<file path="config.mk">
export PLATFORM = sky130hd
export DESIGN_NAME = tile_perf_governor
export DESIGN_NICKNAME = d
export VERILOG_FILES = /design/src/rtl/tile_perf_governor.sv
export SDC_FILE = /design/constraint.sdc
export NUM_CORES = 1
export LEC_CHECK = 0
export CORE_MARGIN = 4
export CORE_UTILIZATION = 67
export DETAILED_ROUTE_END_ITERATION = 10
export DONT_BUFFER_PORTS = 1
export GPL_ROUTABILITY_DRIVEN = 0
export PLACE_DENSITY = 0.95
export SLEW_MARGIN = 20
export SYNTH_ARGS = -nofsm -noshare
export SYNTH_HDL_FRONTEND = slang
export SYNTH_SLANG_ARGS = --single-unit
export TNS_END_PERCENT = 1
</file>
<file path="constraint.sdc">
create_clock -name clk -period 6.9 [get_ports clk]
set_input_delay 0.345 -clock clk [delete_from_list [all_inputs] [get_ports clk]]
set_output_delay 0.345 -clock clk [all_outputs]
set_load 0.01 [all_outputs]
</file>
<file path="src/rtl/tile_perf_governor.sv">
module tile_perf_governor #(
  parameter int WIN    = 256,
  parameter int UP_TH  = 32,
  parameter int DN_TH  = 32,
  parameter int SETTLE = 16,
  parameter int NLVL   = 4
) (
  input  logic                      clk,
  input  logic                      rst_n,
  input  logic                      in_blocked,
  input  logic                      out_blocked,
  input  logic                      force_en,
  input  logic [$clog2(NLVL)-1:0]   force_lvl,
  output logic [$clog2(NLVL)-1:0]   div_sel,
  output logic [$clog2(NLVL)-1:0]   rail_sel,
  output logic                      clk_en,
  output logic [$clog2(WIN+1)-1:0]  stat_in,
  output logic [$clog2(WIN+1)-1:0]  stat_out
);
  localparam int CW = $clog2(WIN+1);
  localparam int WW = $clog2(WIN);
  localparam int SW = $clog2(SETTLE+1);
  localparam int LW = $clog2(NLVL);
  localparam int DW = NLVL-1;
  localparam logic [LW-1:0] LMAX = LW'(NLVL-1);

  typedef enum logic [2:0] {S_IDLE, S_UP_SET, S_UP_EDGE, S_DN_EDGE, S_DN_SET} st_t;

  st_t           st;
  logic [WW-1:0] wcnt;
  logic [CW-1:0] acc_in, acc_out;
  logic [DW-1:0] dcnt;
  logic [SW-1:0] scnt;
  logic [LW-1:0] tgt, auto_lvl;

  wire           wend   = wcnt == WW'(WIN-1);
  wire [CW-1:0]  fin    = acc_in  + CW'(in_blocked);
  wire [CW-1:0]  fout   = acc_out + CW'(out_blocked);
  wire           up_hit = fin  > CW'(UP_TH);
  wire           dn_hit = fout > CW'(DN_TH);
  wire [DW-1:0]  mask   = DW'((1 << div_sel) - 1);
  wire           sdone  = scnt == SW'(SETTLE-1);

  assign clk_en = dcnt == mask;

  always_comb begin
    auto_lvl = div_sel;
    if (wend && up_hit && !dn_hit && div_sel != '0)
      auto_lvl = div_sel - LW'(1);
    else if (wend && dn_hit && !up_hit && div_sel != LMAX)
      auto_lvl = div_sel + LW'(1);
  end

  wire [LW-1:0] want = force_en ? force_lvl : auto_lvl;

  always_ff @(posedge clk) begin
    if (!rst_n) begin
      wcnt     <= '0;
      acc_in   <= '0;
      acc_out  <= '0;
      stat_in  <= '0;
      stat_out <= '0;
      dcnt     <= '0;
      scnt     <= '0;
      tgt      <= '0;
      div_sel  <= '0;
      rail_sel <= '0;
      st       <= S_IDLE;
    end else begin
      wcnt <= wend ? '0 : wcnt + WW'(1);
      if (wend) begin
        stat_in  <= fin;
        stat_out <= fout;
        acc_in   <= '0;
        acc_out  <= '0;
      end else begin
        acc_in   <= fin;
        acc_out  <= fout;
      end
      dcnt <= clk_en ? '0 : dcnt + DW'(1);
      case (st)
        S_IDLE: begin
          if (want < div_sel) begin
            rail_sel <= want;
            tgt      <= want;
            scnt     <= '0;
            st       <= S_UP_SET;
          end else if (want > div_sel) begin
            tgt <= want;
            st  <= S_DN_EDGE;
          end
        end
        S_UP_SET: begin
          if (sdone) st <= S_UP_EDGE;
          else       scnt <= scnt + SW'(1);
        end
        S_UP_EDGE: begin
          if (clk_en) begin
            div_sel <= tgt;
            st      <= S_IDLE;
          end
        end
        S_DN_EDGE: begin
          if (clk_en) begin
            div_sel <= tgt;
            scnt    <= '0;
            st      <= S_DN_SET;
          end
        end
        S_DN_SET: begin
          if (sdone) begin
            rail_sel <= tgt;
            st       <= S_IDLE;
          end else begin
            scnt <= scnt + SW'(1);
          end
        end
        default: st <= S_IDLE;
      endcase
    end
  end
endmodule

</file>
==> run metrics, run 1 <==
Post-Syn Nets=345; detailed placer's ending HPWL=4026 um; Comb pwr share=20.0%; status=completed; P_int=between 0.0006 and 0.0007 W; setup slack after layout=roughly 2600 ps; Max Cap Violations=0; P_sw=around 0.00029 W; vias per cell=6.093; Reg2Reg Setup Slack=between 2000 and 3000 ps; row count=23; first-pass GRT wire length=9908 um; asr flop ratio synth=0%; RSZ-0062 raised after global routing=no; Post-synth EDFFs=0; clk root buf=clkbuf_8; Post-Place Setup Slack=2558 ps; clk_lat worst skew=around 340 ps; Max Fclk=232.8 MHz; top cell type's share of synthesized area=around 43%; WS Path Type=flop to flop; min Tclk post-route=4296 ps; Power Density=301.1 nW/um2; synth warn=0; Lkg Pwr=1.104 nW; Crit Reg-Reg Startpoint=acc_in[0]; crit path from=acc_in[0]; Die W=72.87 um; total power=0.0009071 W; full die area=5309 um2; Post-Syn Area per Cell=8.674 um2; final period utilization=62.26%; post-synth top area cell=dfxtp_1; Antenna Violating Nets Remaining=0; Critical Path Sink Type=flop; Total Wirelength=5793 um; register bit total from synthesis=61; share of cells above drive strength 1=~7.7%; clock share of power=around a third; final setup TNS=0 ps; worst hold path depth=2; Sink Count=61; CTS Buffer Depth=2; vias in the first global route=2200; Seq pwr share=45.1%; post-synthesis mux area share=2.175%; FF-to-FF End=scnt[2]; Max IR drop VDD=around 0.19 mV; Clock Skew=8.060 ps; Pins Over Slew Limit=0; area grow syn2layout=6.880%; worst r2r path cells=18; Hold WS=148.9 ps; Synth Area in Adders=5.770%; post-synthesis simple-gate area fraction=22.37%; area of the mapped netlist=2819 um2; core box area=between 4000 and 5000 um2; clock slew at reported path FFs=70 ps; Cells after Synth=325; drt drc=0; WL/cell=between 15 and 20 um; final hold vios=0; main combinational cell family by area after synthesis=simple AND/OR/NAND/NOR gates; Nets=340; CTS tree=yes; antenna violations before repair=0; Synth cell types=slightly above 50; post-cts sizing count=0; element type at the critical path start=flop; drt pass-1 iters=5; setup violators final=0; largest net degree at the start of global routing=33; Num CTS Buffers=9; Die Y=72.87 um; Critical Path End=scnt[2]; dominant cells by area after synthesis=dfxtp_1 (43%), nor2_1 (7.1%), ha_1 (5.8%); Critical Path Fanout Max=6; Worst Hold Class=input port to flop; worst-margin pin slew=665.4 ps; hold buffers post-CTS=0; grt ovf=0; routed via count=2285; Slew headroom=55.53%; post-synthesis sequential area ratio=roughly 43%; Post-Synth XOR/XNOR Area=8.078%; Initial Utilization=69.97%; GRT Overall Usage=24.19%; CTS H-tree depth=3; # Post-CTS Setup Buffers=0; required time worst endpoint=7110 ps; DRT iter0 DRCs=116; PortBufs=0; switch share=32.00%; I/O pins=30; Arrival @ worst endpoint=4510 ps; # diodes=0; commonest register cell after synthesis=dfxtp_1; Synth Area in Compound Gates=about 14%
## stage by stage
stage	cells	cell area [um2]	util, %
floorplan	325	2819	-
global placement	359	2813	69.81
detailed placement	359	2813	69.81
CTS	375	3012	74.75
global route	375	3013	74.78
finish	375	3013	74.78
## worst max-delay path, cell delays in order (launching register included)
cell       delay [ps]
dfxtp_1           300
ha_1              200
ha_1              320
or3_1             370
o311ai_0          320
a21oi_1           100
a211oi_2          210
and3_2            250
mux2_1            320
o211ai_1          240
nand2_1           100
ha_1              310
a21oi_1            90
o21a_1            210
a21oi_1           130
a2bb2oi_1         410
nor2b_1           110
xnor2_1           140
nor2_1             50
## registers in the layout, summed over array words and instances, names as in the netlist
signal    cells
dcnt          3
div_sel       2
rail_sel      2
acc_out       9
stat_in       9
wcnt          8
acc_in        9
scnt          5
st            3
tgt           2
stat_out      9
## Yosys cell counts (all sizes together) (8+ instances only)
master   n
dfxtp   61
nand3   14
a21oi   15
and3    13
inv     11
o21ai    9
xor2     8
xnor2   18
ha      13
a211oi  17
clkbuf  13
nand2   27
nor2    53
## area by class of cell
class	count	area, um2
multi-input cells	237	1489
flip-flops and latches	61	1221
fillers	296	1016
clock buffers	9	123.9
clock inverters	7	75.07
well taps	50	62.56
inverters	11	41.29
## worst min-delay path by stage
| stage | from | to | slack (ps) |
|---|---|---|---|
| 2_1_floorplan | dcnt[0] | dcnt[0] | 430 |
| 3_3_place_gp | wcnt[0] | wcnt[0] | 440 |
| 3_5_place_dp | wcnt[0] | wcnt[0] | 450 |
| 4_1_cts | rst_n | dcnt[2] | 140 |
| 5_1_grt | rst_n | tgt[1] | 140 |
| 6_report | rst_n | dcnt[2] | 150 |
## cells by family after synthesis
logic type      Yosys count
flops                    61
buf+inv                  27
mux                       6
xor+xnor                 26
fa+ha+maj                13
compound gates           60
simple gates            132
## cell usage in the layout, fill, tap and decap left out, types with 2 or more instances in the layout
cell type / n
and3_2: 2
nor2_1: 53
clkinvlp_4: 3
xnor2_1: 18
o21ai_0: 9
o21a_1: 2
nand3_1: 14
and4_1: 2
a21oi_1: 15
nand2_1: 27
nor2b_1: 4
or3_1: 3
a31oi_1: 2
xor2_1: 8
a211oi_1: 16
ha_1: 13
inv_1: 10
o31ai_1: 2
dfxtp_1: 61
and3_1: 10
o211ai_1: 2
o22ai_1: 2
mux2i_1: 5
clkbuf_8: 9
nor3_1: 5
## power by group through the flow
stage / combinational (W) / sequential [W] / clock [W]
after CTS: 0.000180 / 0.000409 / 0.000318
after global placement: 0.000170 / 0.000415 / 0
after floorplan: 0.000161 / 0.000400 / 0
after detailed placement: 0.000179 / 0.000417 / 0
after global routing: 0.000206 / 0.000413 / 0.000338
final: 0.000181 / 0.000409 / 0.000316
## layer usage
metal / GRT usage (%) / vias to the layer above / share of wire [%]
li1: - / 1124 / -
met1: 29.39 / 1092 / 45
met2: 38.98 / 53 / 49
met3: 7.576 / 16 / 4.6
met4: 11.27 / 0 / 1.8
met5: 0 / - / 0
(Power assumes the default switching activity.)
==> run 2: changes to the inputs <==
--- a/config.mk
+++ b/config.mk
@@ -6,11 +6,11 @@
 export NUM_CORES = 1
 export LEC_CHECK = 0
 export CORE_MARGIN = 4
-export CORE_UTILIZATION = 67
+export CORE_UTILIZATION = 62
 export DETAILED_ROUTE_END_ITERATION = 10
 export DONT_BUFFER_PORTS = 1
 export GPL_ROUTABILITY_DRIVEN = 0
-export PLACE_DENSITY = 0.95
+export PLACE_DENSITY = 0.9
 export SLEW_MARGIN = 20
 export SYNTH_ARGS = -nofsm -noshare
 export SYNTH_HDL_FRONTEND = slang
==> constraint.sdc (replaced) <==
create_clock -name clk -period 4 [get_ports clk]
set_input_delay 0.2 -clock clk [delete_from_list [all_inputs] [get_ports clk]]
set_output_delay 0.2 -clock clk [all_outputs]
set_load 0.01 [all_outputs]
==> run 2 against run 1 <==
Compared with the run above:
- clock power up 77%
- global-route usage down 1.5 points
- wire length up 9.8%
- sequential power up 75%
- flip-flop and latch count unchanged
- first-iteration DRC count down 7.8%
- register-to-register slack worse by 2600 ps
- critical endpoint is now scnt[3]
- highest routed layer unchanged
==> run metrics, run 2 (same netlist as run 1, synthesis figures left out) <==
routed via count=2338 (+2.3%); Worst path max stage delay=380 ps (-30 ps); antenna violations before repair=0 (unchanged); Pins Over Slew Limit=0 (unchanged); WL/cell=16.35 um (+5.9%); PortBufs=0 (unchanged); CP Buf/Inv Count=0 (unchanged); Critical Path Sink Type=flop; worst-margin pin slew=659.0 ps (-6.466 ps); final setup TNS=0 ps (unchanged); CTS tree=yes; met2 usage=37.39% (-1.6 points); Lkg Pwr=1.177 nW (+6.6%); Sink Count=61 (unchanged); Critical Path Fanout Max=5 (-1); Slew headroom=55.96% (+0.43 points); Die W=75.43 um (+3.5%); most frequent cells in the layout=dfxtp_1 (60), nor2_1 (53), nand2_1 (27), xnor2_1 (18), a211oi_1 (15); Util after Layout=73.54% (-1.2 points); row count=24 (+4.3%); Num CTS Buffers=9 (unchanged); delay-heaviest family, CP=compound AO/OA/AOI/OAI gates; Worst Min Path Start=rst_n; Arrival @ worst endpoint=4220 ps (-290 ps); Clock Skew=9.058 ps (+0.9981 ps); I/O pins=30 (unchanged); vias per cell=6.010 (-1.4%); drt pass-1 iters=4 (-1); total power=0.001691 W (+86%); Max IR drop VDD=0.3140 mV (+68%); RSZ-0062 raised after global routing=yes; clock slew at reported path FFs=70 ps (about the same); met3 usage=5.805% (-1.8 points); WS Path Type=flop to flop; worst hold path depth=1 (-1); status=completed; Worst Hold Class=input port to flop; Die Y=75.43 um (+3.5%); first-pass GRT wire length=9846 um (-0.63%); min Tclk post-route=3963 ps (-332.8 ps); slowest stage cell, crit path=or3_4; vias in the first global route=2223 (+1.0%); CP Cell Sequence=ha_4 > ha_4 > or3_4 > o311ai_4 > a21oi_2 > a211oi_2 > and3_4 > mux2_4 > o211ai_1 > nand2_1 > ha_4 > a21oi_2 > o21a_1 > a21oi_2 > a2bb2oi_4 > or3_1 > a21oi_1; CTS H-tree depth=3 (unchanged); Max Cap Violations=0 (unchanged); setup violators final=0 (unchanged); grt ovf=0 (unchanged); most used routing layer=met2; CP Depth=17 (-1); area grow syn2layout=14.38%; Reg2Reg Setup Slack=40 ps (-2570 ps); met1 usage=26.97% (-2.4 points); required time worst endpoint=4260 ps (-2850 ps); CTS Buffer Depth=2 (unchanged); clk root buf=clkbuf_8; Initial Utilization=64.30% (-5.7 points); Nets=352 (+3.5%); element type at the critical path start=flop; full die area=5690 um2 (+7.2%); Crit Reg-Reg Startpoint=acc_in[0]; clk_lat worst skew=340 ps (about the same); Antenna Violating Nets Remaining=0 (unchanged); GRT Overall Usage=22.69% (-1.5 points); FF-to-FF End=scnt[3]; final period utilization=99.07% (+37 points); Max Fclk=252.3 MHz (+8.4%); share of cells above drive strength 1=14.24% (+6.6 points); detailed placer's ending HPWL=4061 um (+0.86%); Total Wirelength=6362 um (+9.8%); commonest non-fill, non-tap cell in the layout=dfxtp_1; final hold vios=0 (unchanged); worst r2r path cells=17 (-1); WHS Endpoint=acc_in[1]; largest net degree at the start of global routing=33 (unchanged); core box area=4384 um2 (+8.8%); # diodes=0 (unchanged); Power Density=524.3 nW/um2 (+74%); drt drc=0 (unchanged); DRT iter0 DRCs=107 (-7.8%)
[run 2: cell count changes in the layout (fill, tap and decap cells not counted), moves of 3 or more]
cell,delta
clkinvlp_4,-3
buf_4,+11
a21oi_1,-3
ha_1,-3
a21oi_2,+3
ha_4,+3
[run 2: power by group]
part | switching, W | internal, W
combinational | 0.000229 | 0.000188
clock | 0.000237 | 0.000322
sequential | 0.0000616 | 0.000653
[run 2: worst max-delay path by stage]
stage,to,slack [ps],from
3_3_place_gp,scnt[2],70,acc_in[0]
2_1_floorplan,scnt[3],140,acc_in[0]
5_1_grt,st[2],-90,acc_in[0]
3_5_place_dp,scnt[2],-120,acc_in[0]
4_1_cts,st[2],0.3,acc_in[0]
6_report,scnt[3],40,acc_in[0]
[run 2: area by class of cell]
class	count	area [um2]
clock inverter	3	43.79
inverter	11	41.29
clock buffer	13	158.9
sequential	61	1222
timing repair buffer	12	92.59
tap	52	65.06
multi-input combinational	237	1600
fill	306	1160
[run 2: routing by layer]
layer | part of all wire [%] | vias up | wire (um)
met4 | 2.3 | 0 | 148
li1 | - | 1152 | -
met1 | 41 | 1102 | 2614
met5 | 0 | - | 0
met3 | 5.6 | 15 | 356
met2 | 51 | 69 | 3243
[run 2: repair_timing]
action	4_1_cts	5_1_grt
endpoints found under the setup margin	6	10
hold endpoints to repair	2	0
gates cloned	0	0
gates resized for setup	4	16
setup buffers	2	1
pin swaps	3	9
hold buffers	1	0
[run 2: worst reg2reg max path, cell delays in order, from the launching register on]
cell and delay (ps):
dfxtp_2 320, ha_4 170, ha_4 210, or3_4 380, o311ai_4 290, a21oi_2 60
a211oi_2 260, and3_4 250, mux2_4 300, o211ai_1 220, nand2_1 140, ha_4 230
a21oi_2 130, o21a_1 190, a21oi_2 70, a2bb2oi_4 170, or3_1 360, a21oi_1 140
[run 2: through the flow]
stage               setup WS, ps  std cells  hold WS, ps  instance area [um2]
floorplan                  141.0        325        389.2                 2819
global placement           68.84        369        342.2                 2875
detailed placement        -120.0        369        346.7                 2875
CTS                       0.2709        388        5.386                 3117
global route              -87.05        389        5.415                 3224
finish                     37.09        389        14.01                 3224
==> run 3: changes to the inputs <==
--- a/config.mk
+++ b/config.mk
@@ -10,6 +10,7 @@
 export DETAILED_ROUTE_END_ITERATION = 10
 export DONT_BUFFER_PORTS = 1
 export GPL_ROUTABILITY_DRIVEN = 0
+export GPL_TIMING_DRIVEN = 0
 export PLACE_DENSITY = 0.9
 export SLEW_MARGIN = 20
 export SYNTH_ARGS = -nofsm -noshare
==> run 3 against run 2 <==
Compared with the run above:
- the flow now finishes with violations (negative setup slack)
- utilization increased by 2.4 points
- total power is 7.4% higher
- worst hold slack improved by 60 ps
- sequential share of layout area shrank 1.2 points
- critical endpoint is now st[1]
==> run metrics, run 3 (same netlist as run 1, synthesis figures left out) <==
status=finished, violations left; violated checks=negative setup slack; commonest non-fill, non-tap cell in the layout=dfxtp_1; largest net degree at the start of global routing=12 (-64%); Critical Path Fanout Max=4 (-1); GRT Overall Usage=26.34% (+3.6 points); setup slack after layout=-37.85 ps (-74.94 ps); final hold vios=0 (unchanged); # diodes=0 (unchanged); vias in the first global route=2348 (+5.6%); Worst path max stage delay=410 ps (+30 ps); CTS H-tree depth=3 (unchanged); PortBufs=0 (unchanged); Die Y=75.43 um (unchanged); Max IR drop VDD=0.3292 mV (+4.8%); routed via count=2476 (+5.9%); most frequent CP cell=ha_4; element type at the critical path start=flop; Max Cap Violations=0 (unchanged); crit path from=acc_in[0]; CTS tree=yes; Critical Path Sink Type=flop; Critical Path End=st[1]; setup violators final=3 (+3); Nets=365 (+3.7%); final period utilization=100.9% (+1.9 points); area grow syn2layout=18.06%; clk root buf=clkbuf_8; Crit Reg-Reg Startpoint=acc_in[0]; Initial Utilization=64.30% (unchanged); clock slew at reported path FFs=70 ps (about the same); Worst Hold Class=input port to flop; worst-margin pin slew=608.3 ps (-50.64 ps); Hold WS=74.26 ps (+60.25 ps); CTS Buffer Depth=2 (unchanged); share of cells above drive strength 1=15.43% (+1.2 points); detailed placer's ending HPWL=4332 um (+6.7%); Slew headroom=59.45% (+3.5 points); Die W=75.43 um (unchanged); Power Density=545.6 nW/um2 (+4.1%); worst r2r path cells=18 (+1); Arrival @ worst endpoint=4250 ps (+30 ps); min Tclk post-route=4038 ps (+74.94 ps); drt pass-1 iters=6 (+2); first-pass GRT wire length=11080 um (+13%); Lkg Pwr=1.213 nW (+3.1%); Total Wirelength=7218 um (+13%); vias per cell=6.159 (+2.5%); Num CTS Buffers=9 (unchanged); Antenna Violating Nets Remaining=0 (unchanged); required time worst endpoint=4210 ps (-50 ps); slowest stage cell, crit path=or3_4; row count=24 (unchanged); antenna violations before repair=0 (unchanged); CP Cell Sequence=ha_4 > ha_4 > or3_4 > o311ai_4 > a21oi_2 > a211oi_2 > and3_4 > mux2_4 > o211ai_1 > nand2_1 > ha_4 > o211ai_1 > mux2i_1 > o21ai_1 > o22ai_2 > a211oi_2 > a21oi_1 > nor3_1; most frequent cells in the layout=dfxtp_1 (60), nor2_1 (53), nand2_1 (27), xnor2_1 (18), a211oi_1 (15); Util after Layout=75.91% (+2.4 points); RSZ-0062 raised after global routing=yes; clk_lat worst skew=350 ps (about the same); FF-to-FF End=st[1]; WS Path Type=flop to flop; Reg2Reg Setup Slack=-40 ps (-70 ps); Clock Skew=7.486 ps (-1.572 ps); Sink Count=61 (unchanged); drt drc=0 (unchanged); Pins Over Slew Limit=0 (unchanged); I/O pins=30 (unchanged); WL/cell=17.96 um (+9.8%); core box area=4384 um2 (unchanged); Max Fclk=247.7 MHz (-1.9%); grt ovf=0 (unchanged); full die area=5690 um2 (unchanged); DRT iter0 DRCs=177 (+65%)
[run 3: changes by cell type in the layout (fill, tap and decap cells not counted), moves of 2 or more]
cell,previous run,this run
bufinv_16,1,3
buf_4,11,8
clkbuf_1,2,13
clkinv_2,1,3
clkbuf_8,11,9
a21oi_1,12,10
[run 3: worst max-delay path: cells and delay by family (launching register included)]
family,cells,cell delay [ps]
fa+ha+maj,3,690
simple gates,4,880
flops,1,330
compound gates,9,1520
mux,2,480
[run 3: metrics by stage]
step	power (W)	instance area, um2	setup TNS [ps]	setup WS, ps	instances
finish	0.001816	3328	-87.35	-37.85	402
global route	0.001883	3328	-1790	-278.0	402
CTS	0.001726	3202	-28.69	-26.21	397
detailed placement	0.001040	2884	-2267	-392.7	377
floorplan	0.0009679	2819	0	141.0	325
global placement	0.001024	2884	-1060	-231.9	377
[run 3: cell type report]
class | count | area [um2]
Fill cell | 255 | 1056
Sequential cell | 61 | 1222
Clock buffer | 9 | 123.9
Multi-Input combinational cell | 237 | 1623
Inverter | 11 | 41.29
Tap cell | 52 | 65.06
Buffer | 16 | 68.82
Clock inverter | 7 | 113.9
Timing Repair Buffer | 9 | 70.07
[run 3: timing repair]
action,CTS,global route
endpoints found under the hold margin,0,1
endpoints found under the setup margin,10,10
resized for setup,11,17
setup buffers,4,4
pin swaps,5,14
hold buffers,0,1
[run 3: worst min path at each step]
stage | slack (ps) | cells past startpoint | from | endpoint
final | 70 | 2 | force_en | tgt[1]
after global placement | 430 | 2 | force_en | tgt[1]
after global routing | 80 | 2 | force_en | tgt[1]
after CTS | 60 | 2 | force_en | tgt[1]
after detailed placement | 440 | 2 | force_en | tgt[1]
after floorplan | 390 | 2 | force_en | tgt[1]
[run 3: report_power, final]
| part | total [W] | internal (W) | switching, W | leakage, nW |
|---|---|---|---|---|
| combinational | 0.000462 | 0.000179 | 0.000283 | 0.596 |
| sequential | 0.000689 | 0.000653 | 0.0000367 | 0.494 |
| clock | 0.000665 | 0.000411 | 0.000254 | 0.123 |
[run 3: per-layer routing]
metal	track usage [%]	vias to the layer above	wire length [um]
met4	13.40	0	225
li1	-	1165	-
met3	11.08	24	544
met1	30.41	1193	2841
met2	41.80	94	3606
met5	0	-	0
